`src/rtl/eth_filt_pkg.sv`:
```
package eth_filt_pkg;
  typedef enum logic [2:0] {
    MT_NONE    = 3'd0,
    MT_BCAST   = 3'd1,
    MT_EXACT   = 3'd2,
    MT_UHASH   = 3'd3,
    MT_GHASH   = 3'd4,
    MT_PROMISC = 3'd5
  } match_t;

  // One serial CRC step per data bit, bit 0 first.
  function automatic logic [31:0] crc_byte_step(input logic [31:0] crc,
                                                input logic [7:0]  data,
                                                input logic [31:0] poly);
    logic [31:0] c;
    logic        fb;
    c = crc;
    for (int b = 0; b < 8; b++) begin
      fb = c[31] ^ data[b];
      c  = {c[30:0], 1'b0};
      if (fb) c = c ^ poly;
    end
    return c;
  endfunction
endpackage

```
`src/rtl/eth_crc_byte.sv`:
```
module eth_crc_byte #(
  parameter logic [31:0] POLY = 32'h04C11DB7
) (
  input  logic [31:0] crc_in,
  input  logic [7:0]  data_in,
  output logic [31:0] crc_out
);
  import eth_filt_pkg::*;

  always_comb crc_out = crc_byte_step(crc_in, data_in, POLY);
endmodule

```
`src/rtl/eth_addr_track.sv`:
```
module eth_addr_track #(
  parameter int          ADDR_BYTES = 6,
  parameter int          HASH_BITS  = 6,
  parameter logic [31:0] POLY       = 32'h04C11DB7
) (
  input  logic                    clk,
  input  logic                    rst,
  input  logic                    byte_vld,
  input  logic                    sof,
  input  logic [7:0]              byte_in,
  input  logic                    frm_end,
  output logic                    last_take,
  output logic [8*ADDR_BYTES-1:0] addr_full,
  output logic [HASH_BITS-1:0]    hash_idx
);
  localparam int ADDR_W = 8 * ADDR_BYTES;
  localparam int HOLD_W = ADDR_W - 8;
  localparam int CNT_W  = $clog2(ADDR_BYTES + 1);
  localparam logic [CNT_W-1:0] LAST_IDX = CNT_W'(ADDR_BYTES - 1);

  logic              active_q;
  logic [CNT_W-1:0]  cnt_q;
  logic [HOLD_W-1:0] hold_q;
  logic [31:0]       crc_q;
  logic [31:0]       crc_base;
  logic [31:0]       crc_nx;
  logic              take;
  logic [CNT_W-1:0]  idx;

  assign take      = byte_vld && !frm_end && (sof || active_q);
  assign idx       = sof ? '0 : cnt_q;
  assign last_take = take && (idx == LAST_IDX);
  assign crc_base  = sof ? 32'hFFFF_FFFF : crc_q;
  assign addr_full = {byte_in, hold_q};
  assign hash_idx  = crc_nx[31 -: HASH_BITS];

  eth_crc_byte #(.POLY(POLY)) u_crc (
    .crc_in  (crc_base),
    .data_in (byte_in),
    .crc_out (crc_nx)
  );

  always_ff @(posedge clk) begin
    if (rst) begin
      active_q <= 1'b0;
      cnt_q    <= '0;
      crc_q    <= 32'hFFFF_FFFF;
    end else if (take) begin
      active_q <= (idx != LAST_IDX);
      cnt_q    <= idx + 1'b1;
      crc_q    <= crc_nx;
    end else if (frm_end) begin
      active_q <= 1'b0;
      cnt_q    <= '0;
    end
  end

  generate
    for (genvar k = 0; k < ADDR_BYTES - 1; k++) begin : g_hold
      always_ff @(posedge clk) begin
        if (rst) hold_q[8*k +: 8] <= '0;
        else if (take && idx == CNT_W'(k)) hold_q[8*k +: 8] <= byte_in;
      end
    end
  endgenerate
endmodule

```
`src/rtl/eth_addr_classify.sv`:
```
module eth_addr_classify #(
  parameter int ADDR_W    = 48,
  parameter int HASH_BITS = 6
) (
  input  logic [ADDR_W-1:0]         addr,
  input  logic [HASH_BITS-1:0]      hash_idx,
  input  logic [ADDR_W-1:0]         station_addr,
  input  logic [(1<<HASH_BITS)-1:0] uc_hash,
  input  logic [(1<<HASH_BITS)-1:0] mc_hash,
  input  logic                      bcast_reject,
  input  logic                      promisc_en,
  output logic                      accept,
  output logic [2:0]                match
);
  import eth_filt_pkg::*;

  logic   is_bcast;
  logic   is_group;
  match_t m;

  assign is_bcast = &addr;
  assign is_group = addr[0];

  always_comb begin
    if (promisc_en)
      m = MT_PROMISC;
    else if (is_bcast)
      m = bcast_reject ? MT_NONE : MT_BCAST;
    else if (is_group)
      m = mc_hash[hash_idx] ? MT_GHASH : MT_NONE;
    else if (addr == station_addr)
      m = MT_EXACT;
    else
      m = uc_hash[hash_idx] ? MT_UHASH : MT_NONE;
  end

  assign match  = m;
  assign accept = (m != MT_NONE);
endmodule

```
`src/rtl/eth_da_filter.sv`:
```
module eth_da_filter #(
  parameter int          ADDR_BYTES = 6,
  parameter int          HASH_BITS  = 6,
  parameter logic [31:0] POLY       = 32'h04C11DB7
) (
  input  logic                        clk,
  input  logic                        rst,
  input  logic                        byte_vld,
  input  logic                        sof,
  input  logic [7:0]                  byte_in,
  input  logic                        frm_end,
  input  logic [8*ADDR_BYTES-1:0]     station_addr,
  input  logic [(1<<HASH_BITS)-1:0]   uc_hash,
  input  logic [(1<<HASH_BITS)-1:0]   mc_hash,
  input  logic                        bcast_reject,
  input  logic                        promisc_en,
  output logic                        dec_valid,
  output logic                        dec_accept,
  output logic [2:0]                  dec_match
);
  localparam int ADDR_W = 8 * ADDR_BYTES;

  logic                 last_take;
  logic [ADDR_W-1:0]    addr_full;
  logic [HASH_BITS-1:0] hash_idx;
  logic                 cls_accept;
  logic [2:0]           cls_match;

  eth_addr_track #(
    .ADDR_BYTES (ADDR_BYTES),
    .HASH_BITS  (HASH_BITS),
    .POLY       (POLY)
  ) u_track (
    .clk       (clk),
    .rst       (rst),
    .byte_vld  (byte_vld),
    .sof       (sof),
    .byte_in   (byte_in),
    .frm_end   (frm_end),
    .last_take (last_take),
    .addr_full (addr_full),
    .hash_idx  (hash_idx)
  );

  eth_addr_classify #(
    .ADDR_W    (ADDR_W),
    .HASH_BITS (HASH_BITS)
  ) u_cls (
    .addr         (addr_full),
    .hash_idx     (hash_idx),
    .station_addr (station_addr),
    .uc_hash      (uc_hash),
    .mc_hash      (mc_hash),
    .bcast_reject (bcast_reject),
    .promisc_en   (promisc_en),
    .accept       (cls_accept),
    .match        (cls_match)
  );

  always_ff @(posedge clk) begin
    if (rst) begin
      dec_valid  <= 1'b0;
      dec_accept <= 1'b0;
      dec_match  <= 3'd0;
    end else begin
      dec_valid  <= last_take;
      dec_accept <= last_take && cls_accept;
      dec_match  <= last_take ? cls_match : 3'd0;
    end
  end
endmodule

```
`config.mk`:
```
export PLATFORM = sky130hd
export DESIGN_NAME = eth_da_filter
export DESIGN_NICKNAME = d
export VERILOG_FILES = /design/src/rtl/eth_filt_pkg.sv /design/src/rtl/eth_crc_byte.sv /design/src/rtl/eth_addr_track.sv /design/src/rtl/eth_addr_classify.sv /design/src/rtl/eth_da_filter.sv
export SDC_FILE = /design/constraint.sdc
export NUM_CORES = 1
export LEC_CHECK = 0
export ABC_CLOCK_PERIOD_IN_PS = 11990
export BUFFER_PORTS_ARGS = -buffer_cell sky130_fd_sc_hd__buf_2
export CORE_MARGIN = 8
export CORE_UTILIZATION = 48
export DETAILED_ROUTE_END_ITERATION = 8
export GPL_ROUTABILITY_DRIVEN = 0
export HOLD_SLACK_MARGIN = 0.08
export PLACE_DENSITY = 0.75
export SLEW_MARGIN = 20
export SYNTH_ARGS = -nofsm -noshare
export SYNTH_HDL_FRONTEND = slang
export SYNTH_HIERARCHICAL = 1
export SYNTH_SLANG_ARGS = --single-unit
```
`constraint.sdc`:
```
create_clock -name clk -period 11.99 [get_ports clk]
set_clock_uncertainty 0.15 [all_clocks]
set_input_delay 3.597 -clock clk [delete_from_list [all_inputs] [get_ports clk]]
set_output_delay 3.597 -clock clk [all_outputs]
set_load 0.01 [all_outputs]
```
==> out/metrics.cfg <==
[cts]
cts_tree=yes
cts_setup_buffers=0
hold_buffers=0
insertion_delay_ps=340
clock_path_buffers=2
cts_root_buffer=clkbuf_16
clkTransAtPathRegs_ps=70
ctsResizeCount=0
clock_sinks=81
cts_buffers=9
h-tree-depth=3

[routing]
drt_iter0_markers=600
drcViolationCount=0
wire_per_inst_um=20.4
antenna_left=0
dr.pass1.iters=5
drt_wl_total_um=20000
vias=5754
post_drt_via_cell_ratio=5.88

[floorplan]
dieWidth_um=133
ios=196
core_mm2=0.0133
rows=42
start_util_pct=49.1
die_h_um=133
die_area_mm2=0.0176

[logic_synthesis]
synth_edf_count=0
yosysUniqueCellTypes=73
ys_seq_elements=81
synthesis.area_mm2=0.00653
synth_seq_area_share_pct=24.8
ys_warn_count=6
syn_avg_cell_area_um2=10.2
synth_cells=639
ys.flop_type=dfxtp_1
async_flop_share_pct=0
synth_nets=831

[timing]
max_freq_mhz=129
min_period_ps=7760
finalHoldViolations=0
worst_pin_slew_ps=1050
maxSlewViolCount=0
setup_viol=0
finalCritPeriodShare_pct=64.7
tns_ps=0
rsz0062_at_grt=no
slew_headroom_pct=30.3

[worst_setup_path]
worstSetupPathType=input port to register
required_ps=12070
start_kind=input port
endpoint_kind=register
worst-endpoint-arrival_ps=7840
worst-path-max-fanout=45

[global_route]
grt_usage_pct=21.7
antenna_found_initial=1
grt_pass1_wl_um=31200
grt_max_degree=90
first_global_vias=5784
grt_overflow=0

[placement]
dp_cells=962
numPortBuffers=195
hpwl_um=15200
place_area_mm2=0.00743

[final_layout]
fin_cells=979
drive_gt1_share_pct=36.3
final_common_cell=buf_2
fin_area_mm2=0.00775
nets=989
final_cell_mix=buf_2 (195), dfxtp_1 (81), xor2_1 (55)
area_delta_synth_final_pct=18.6

[outcome]
status=completed

[power]
power_frac_clock_pct=29.9
p_seq_share_pct=29.4
switching_power_mw=0.317
swShare_pct=33.0
p_leak_nw=3.52
ir_drop_uv=78.8
comb_power_share_pct=40.7
internal_power_mw=0.646
power_density_mw_per_mm2=124

[flow_run]
drv_cap=0

[hold_path]
min_path_type=register to register

registers in the layout, indices dropped and copies added, names as in the netlist:
name,cells
u_track/crc_q,32
dec_accept,1
u_track/active_q,1
u_track/cnt_q,3
u_track/addr_full,40
dec_valid,1
dec_match,3
power groups by stage:
stage          Combinational (mW)  Clock [mW]  Sequential, mW
6_report                    0.392       0.288           0.283
2_1_floorplan               0.317           0           0.287
3_5_place_dp                0.387           0           0.289
3_3_place_gp                0.377           0           0.289
4_1_cts                     0.390       0.292           0.283
5_1_grt                     0.420       0.304           0.284
routing by layer:
layer  share of wire, %  vias to the layer above  track usage (%)
li1                   -                     2681                -
met4                1.9                        0             6.69
met2                 50                      278             37.3
met1                 41                     2764             26.5
met5                  0                        -                0
met3                8.0                       31             4.73
logic make-up (layout without fill, tap and decap cells):
logic type,count (synthesis),after routing,share of synthesized area [%]
AOI/OAI and AO/OA,102,102,12.1
xor gates and xnor gates,110,110,21.5
adders and majority gates,1,1,0.191
buffers and inverters,62,225,5.94
DFF,81,81,24.8
muxes,69,69,15.3
other,0,1,0
and+or+nand+nor,214,214,20.1
Yosys cell counts, drive strengths merged (3+ instances only):
master  instances  area (um^2)
dfxtp          81         1620
inv             7         26.3
nor3b           4         35.0
nand4          25          156
xnor2          36          488
nand2           6         25.0
a21oi          20          100
and3           32          200
a22oi           3         22.5
or3             4         25.0
nor2b           7         43.8
o211ai          6         63.8
mux4           21          518
a211o          32          280
or2            33          206
nand3          20          100
nor2           14         52.6
o21ai          10         50.1
a221oi          3         32.5
clkbuf         17         63.8
xnor3           9          205
o31ai           8         60.1
xor3            9          215
nand2b         39          251
mux2i          45          450
mux2            3         33.8
buf            38          298
a31oi           6         37.5
xor2           56          498
nor4           16          100
and3b           5         43.8
layout make-up:
class                           instances  area (um^2)
Sequential cell                        81         1620
Tap cell                              176          220
Clock inverter                          7         88.8
Timing Repair Buffer                  202         1030
Antenna cell                            1         2.50
Clock buffer                            9          225
Multi-Input combinational cell        496         4540
Inverter                                7         26.3
Fill cell                            1123         5550
critical path: stages:
cell,delay [ps]
buf_2,330
or2_2,400
xnor2_2,430
xnor2_2,280
xor3_2,990
mux4_1,640
and3b_1,180
nor4b_1,250
a221oi_1,190
a31oi_1,250
nand3_1,110
and3b_1,190
through the flow:
| step | worst slack (ps) | total power [mW] | utilization (%) | hold WS, ps |
|---|---|---|---|---|
| 2_1_floorplan | 4910 | 0.604 | - | 277 |
| 3_3_place_gp | 4040 | 0.666 | 55.9 | 284 |
| 3_5_place_dp | 3870 | 0.676 | 55.9 | 293 |
| 4_1_cts | 4210 | 0.965 | 58.3 | 308 |
| 5_1_grt | 3890 | 1.01 | 58.3 | 320 |
| 6_report | 4230 | 0.963 | 58.3 | 306 |
worst paths after layout:
path,startpoint,endpoint,slack [ps],cells past startpoint
setup / recovery,sof,dec_accept,4230,12
hold / removal,u_track/crc_q[12],u_track/crc_q[12],310,1
setup reg to reg,u_track/crc_q[30],dec_accept,7580,11
hold reg to reg,u_track/crc_q[12],u_track/crc_q[12],310,1
(Power assumes the default switching activity.)
